File: config.mk
export PLATFORM = sky130hd
export DESIGN_NAME = xint_ctrl
export DESIGN_NICKNAME = d
export VERILOG_FILES = /design/src/rtl/xint_pkg.sv /design/src/rtl/xint_cfg_reg.sv /design/src/rtl/xint_setclr_reg.sv /design/src/rtl/xint_status.sv /design/src/rtl/xint_ctrl.sv
export SDC_FILE = /design/constraint.sdc
export NUM_CORES = 1
export LEC_CHECK = 0
export ABC_AREA = 1
export BUFFER_PORTS_ARGS = -buffer_cell sky130_fd_sc_hd__clkbuf_2
export CORE_MARGIN = 2
export CORE_UTILIZATION = 49
export CTS_BUF_LIST = sky130_fd_sc_hd__clkbuf_16
export DETAILED_ROUTE_END_ITERATION = 10
export MAX_ROUTING_LAYER = met4
export PLACE_DENSITY = 0.79
export SLEW_MARGIN = 10
export SYNTH_ARGS = -nofsm -noshare
export SYNTH_HDL_FRONTEND = slang
export SYNTH_SLANG_ARGS = --single-unit
File: constraint.sdc
create_clock -name clk_i -period 1.4 [get_ports clk_i]
set_clock_uncertainty 0.2 [all_clocks]
set_input_delay 0.28 -clock clk_i [delete_from_list [all_inputs] [get_ports clk_i]]
set_output_delay 0.28 -clock clk_i [all_outputs]
set_load 0.02 [all_outputs]
File: src/rtl/xint_pkg.sv
package xint_pkg;
  localparam int unsigned AW = 4;

  typedef enum logic [AW-1:0] {
    A_TYPE = 4'd0,
    A_POL  = 4'd1,
    A_MSET = 4'd2,
    A_MCLR = 4'd3,
    A_MASK = 4'd4,
    A_CEN  = 4'd5,
    A_CDIS = 4'd6,
    A_CTRL = 4'd7,
    A_STAT = 4'd8,
    A_SCLR = 4'd9
  } reg_addr_e;
endpackage

File: src/rtl/xint_cfg_reg.sv
module xint_cfg_reg #(
  parameter int unsigned N = 8
) (
  input  logic         clk_i,
  input  logic         rst_ni,
  input  logic         ld_i,
  input  logic [N-1:0] d_i,
  output logic [N-1:0] q_o
);
  always_ff @(posedge clk_i or negedge rst_ni) begin
    if (!rst_ni)   q_o <= '0;
    else if (ld_i) q_o <= d_i;
  end
endmodule

File: src/rtl/xint_setclr_reg.sv
module xint_setclr_reg #(
  parameter int unsigned N = 8
) (
  input  logic         clk_i,
  input  logic         rst_ni,
  input  logic [N-1:0] set_i,
  input  logic [N-1:0] clr_i,
  output logic [N-1:0] q_o
);
  always_ff @(posedge clk_i or negedge rst_ni) begin
    if (!rst_ni) q_o <= '0;
    else         q_o <= (q_o | set_i) & ~clr_i;
  end
endmodule

File: src/rtl/xint_status.sv
module xint_status #(
  parameter int unsigned N = 8
) (
  input  logic         clk_i,
  input  logic         rst_ni,
  input  logic [N-1:0] trig_i,
  input  logic [N-1:0] en_i,
  input  logic [N-1:0] kill_i,  // disable or mask clear: beats trigger
  input  logic [N-1:0] clr_i,   // w1c: loses to trigger
  output logic [N-1:0] stat_o
);
  logic [N-1:0] hit, keep;

  always_comb begin
    hit  = trig_i & en_i & ~kill_i;
    keep = stat_o & en_i & ~kill_i & ~clr_i;
  end

  always_ff @(posedge clk_i or negedge rst_ni) begin
    if (!rst_ni) stat_o <= '0;
    else         stat_o <= hit | keep;
  end
endmodule

File: src/rtl/xint_ctrl.sv
module xint_ctrl
  import xint_pkg::*;
#(
  parameter int unsigned NCH = 8,
  parameter int unsigned DW  = 32
) (
  input  logic           clk_i,
  input  logic           rst_ni,
  input  logic [AW-1:0]  addr_i,
  input  logic [DW-1:0]  wdata_i,
  input  logic           we_i,
  input  logic           re_i,
  output logic [DW-1:0]  rdata_o,
  input  logic [NCH-1:0] trig_i,
  output logic [NCH-1:0] trig_type_o,
  output logic [NCH-1:0] polarity_o,
  output logic           irq_o,
  output logic           wake_o
);
  localparam int unsigned PAD = DW - NCH;

  logic [NCH-1:0] wbits;
  logic [NCH-1:0] mset_m, mclr_m, cen_m, cdis_m, sclr_m, kill_m;
  logic [NCH-1:0] mask_q, en_q, stat_q;
  logic           ld_type, ld_pol;
  logic [NCH-1:0] rd_sel;

  assign wbits = wdata_i[NCH-1:0];

  generate
    if (PAD > 0) begin : g_unused
      logic unused_hi;
      assign unused_hi = ^wdata_i[DW-1:NCH];
    end
  endgenerate

  always_comb begin
    ld_type = we_i && (addr_i == A_TYPE);
    ld_pol  = we_i && (addr_i == A_POL);
    mset_m  = (we_i && addr_i == A_MSET) ? wbits : '0;
    mclr_m  = (we_i && addr_i == A_MCLR) ? wbits : '0;
    cen_m   = (we_i && addr_i == A_CEN)  ? wbits : '0;
    cdis_m  = (we_i && addr_i == A_CDIS) ? wbits : '0;
    sclr_m  = (we_i && addr_i == A_SCLR) ? wbits : '0;
    kill_m  = cdis_m | mclr_m;
  end

  xint_cfg_reg #(.N(NCH)) u_type (
    .clk_i(clk_i), .rst_ni(rst_ni), .ld_i(ld_type), .d_i(wbits), .q_o(trig_type_o)
  );

  xint_cfg_reg #(.N(NCH)) u_pol (
    .clk_i(clk_i), .rst_ni(rst_ni), .ld_i(ld_pol), .d_i(wbits), .q_o(polarity_o)
  );

  xint_setclr_reg #(.N(NCH)) u_mask (
    .clk_i(clk_i), .rst_ni(rst_ni), .set_i(mset_m), .clr_i(mclr_m), .q_o(mask_q)
  );

  xint_setclr_reg #(.N(NCH)) u_en (
    .clk_i(clk_i), .rst_ni(rst_ni), .set_i(cen_m), .clr_i(cdis_m), .q_o(en_q)
  );

  xint_status #(.N(NCH)) u_stat (
    .clk_i(clk_i), .rst_ni(rst_ni), .trig_i(trig_i), .en_i(en_q),
    .kill_i(kill_m), .clr_i(sclr_m), .stat_o(stat_q)
  );

  always_comb begin
    unique case (addr_i)
      A_TYPE:  rd_sel = trig_type_o;
      A_POL:   rd_sel = polarity_o;
      A_MASK:  rd_sel = mask_q;
      A_CTRL:  rd_sel = en_q;
      A_STAT:  rd_sel = stat_q;
      default: rd_sel = '0;
    endcase
  end

  always_ff @(posedge clk_i or negedge rst_ni) begin
    if (!rst_ni)   rdata_o <= '0;
    else if (re_i) rdata_o <= DW'(rd_sel);
  end

  assign irq_o  = |(stat_q & mask_q);
  assign wake_o = |stat_q;
endmodule

==> impl_metrics.tcl <==
set metrics [dict create \
    switching_share_pct 33.8 \
    die_x_um 77.7 \
    intPower_mw 2.83 \
    clk_pin_slew_ns 0.06 \
    ioPinCount 98 \
    hpwl_um 4890 \
    drt_iter0_markers 166 \
    ys.flop_type "dfrtp_1" \
    final_core_util_pct 65.6 \
    grt_max_degree 49 \
    crit_path_max_fanout 3 \
    cts_buffer_depth 2 \
    grt_usage_pct 23.7 \
    drive_gt1_share_pct 26.3 \
    numPortBuffers 49 \
    cts_made_buffers 5 \
    hold_class "primary input to flop" \
    grt_antenna_before_repair 0 \
    fin_cells 500 \
    min_path_cells 3 \
    async_flop_share_pct 100 \
    grt.overflow.total 0 \
    comb_power_share_pct 29.2 \
    violations "negative setup slack" \
    synthCells 344 \
    nNetsFinal 477 \
    p_per_area_nw_per_um2 1260 \
    hold_ws_ns 0.0116 \
    drcViolationCount 0 \
    yosysWarnings 0 \
    clock_sinks 48 \
    setup_ws_ns -0.404 \
    synth_cell_types 21 \
    synthTopCellsByCount "91 x nand2_1, 48 x dfrtp_1, 45 x nand3_1" \
    synth_edf_count 0 \
    synth_top_area_share_pct 45.2 \
    num_antenna_cells 0 \
    grt_pass1_wl_um 11100 \
    criticalPathCategory "flop to output pin" \
    p_seq_share_pct 44.6 \
    start_kind "flop" \
    wl_um 6670 \
    period_needed_ns 1.80 \
    hold_viol 0 \
    gp_congestion 0.869 \
    clkLatencyLatePin_ns 0.28 \
    netSwitchingPower_mw 1.45 \
    status "finished with violations" \
    clock_power_share_pct 26.2 \
    max_freq_ghz 0.554 \
    viasPerCell 5.18 \
    max_cap_viol_count 0 \
    cts_tree "yes" \
    fin_crit_sh_pct 129 \
    start_util_pct 51.4 \
    dp_cells 490 \
    crit_arrival_ns 1.32 \
    firstDrtPassIters 5 \
    drtAntennaViolNets 0 \
    num_vias 2592 \
    ff2ff_path_depth 6 \
    fillerInstances 448 \
    die_h_um 77.7 \
    cts_root_buf "clkbuf_16" \
    vdd_drop_max_mv 0.802 \
    yosysMostFrequentCell "nand2_1" \
    yosysTopAreaCell "dfrtp_1" \
    cellLeakagePower_nw 1.79 \
    syn_area_um2 2660 \
    critPathRequiredTime_ns 0.92 \
    area_growth_pct 27.5 \
    grt_setup_unrepaired "yes" \
    final-seq-area_um2 1200 \
    cts_max_level 2 \
    synth_area_per_cell_um2 7.73 \
    finalSetupViolCount 2 \
    worst_setup_path_end_kind "output pin" \
    seq_area_frac_synth_pct 45.2 \
    die_area_um2 6030 \
    core_um2 5170 \
    synth_seq_cells 48 \
    row_count 26 \
    finalMaxSlewViolations 0 \
    wl_per_cell_um 13.3 \
    multi_input_area_um2 1230 \
    synth_area_leaders "dfrtp_1 45%, nand2_1 13%, nand3_1 8.5%" \
    grt_pass1_vias 2329 \
]
## kinds of logic (layout without fill, tap and decap cells)
logic type      count (synthesis)  in the layout  synth area share, %
compound gates                 58             58                 13.1
buf+inv                        62            125                 12.7
flops                          48             48                 45.2
other cells                     1             24                0.141
simple gates                  175            175                 29.0
## power by group through the flow
stage | sequential, mW | clock, mW | combinational, mW
floorplan | 1.99 | 0 | 0.551
global placement | 1.89 | 0 | 1.15
detailed placement | 1.90 | 0 | 1.19
CTS | 1.89 | 1.15 | 1.22
global route | 1.93 | 1.21 | 1.37
finish | 1.90 | 1.12 | 1.25
## flip-flops by register name (all words and copies together) (netlist names)
name and flops:
u_mask.q_o 8, u_type.q_o 8, u_en.q_o 8, rdata_o 8, u_pol.q_o 8, u_stat.stat_o 8
## layout make-up
| cell class | count | area share [%] |
|---|---|---|
| Clock buffer | 5 | 3.69 |
| Clock inverter | 3 | 0.332 |
| Inverter | 29 | 3.21 |
| Multi-Input combinational cell | 257 | 36.4 |
| Sequential cell | 48 | 35.4 |
| Tap cell | 70 | 2.58 |
| Timing Repair Buffer | 88 | 18.3 |
## final timing paths
| check | slack [ns] | to | start |
|---|---|---|---|
| min | 0.01 | u_stat.stat_o[1]$_DFF_PN0_ | trig_i[1] |
| min in group asynchronous | 0.31 | u_en.q_o[1]$_DFF_PN0_ | rst_ni |
| max in group asynchronous | 0.45 | u_pol.q_o[0]$_DFFE_PN0P_ | rst_ni |
| max | -0.40 | wake_o | u_stat.stat_o[6]$_DFF_PN0_ |
| min reg2reg | 0.32 | u_pol.q_o[2]$_DFFE_PN0P_ | u_pol.q_o[2]$_DFFE_PN0P_ |
| max reg2reg | 0.12 | rdata_o[7]$_DFFE_PN0P_ | u_stat.stat_o[7]$_DFF_PN0_ |
## repair_timing
action | in CTS | in global routing
cloned | 0 | 0
resized for setup | 3 | 6
pin swaps | 1 | 1
buffers inserted | 0 | 1
setup endpoints to repair | 2 | 14
endpoints found under the hold margin | 48 | 0
hold buffers | 1 | 0
## routing by layer
layer,share of wire (%),up-vias,track usage (%)
met5,0,-,-
met2,47,128,35.9
met1,45,1216,33.0
met3,7.7,6,3.84
met4,0.70,0,6.96
li1,-,1242,-
## placed cells by master (no fill, tap or decap)
| master | count |
|---|---|
| nand2_1 | 91 |
| nor2_1 | 27 |
| a21boi_1 | 1 |
| buf_4 | 32 |
| conb_1 | 24 |
| a221oi_2 | 2 |
| o21ai_2 | 8 |
| nor2_4 | 4 |
| nor4_2 | 1 |
| clkbuf_2 | 47 |
| nand2_2 | 1 |
| clkbuf_16 | 5 |
| clkinv_1 | 1 |
| dlygate4sd3_1 | 1 |
| nor2_2 | 3 |
| inv_1 | 31 |
| o21ai_0 | 8 |
| nand2_4 | 1 |
| buf_6 | 1 |
| a21oi_1 | 32 |
| nor4_1 | 1 |
| a21boi_0 | 7 |
| dfrtp_1 | 48 |
| nor3_4 | 1 |
| buf_2 | 1 |
| buf_12 | 6 |
| nand3_1 | 45 |
## per-stage QoR
step           TNS (ns)  power, mW  setup WS [ns]  instance area [um^2]
2_1_floorplan         0       2.55         0.0158                  2750
3_3_place_gp      -4.23       3.04         -0.175                  3200
3_5_place_dp      -5.94       3.08         -0.210                  3200
4_1_cts          -0.754       4.25         -0.407                  3370
5_1_grt          -0.901       4.51         -0.475                  3390
6_report         -0.804       4.27         -0.404                  3390
## worst max-delay path: stages (launching register included)
cell and delay (ns):
dfrtp_1 0.41, nor4_2 0.33, nand2_1 0.12, buf_2 0.17
(Power assumes the default switching activity.)
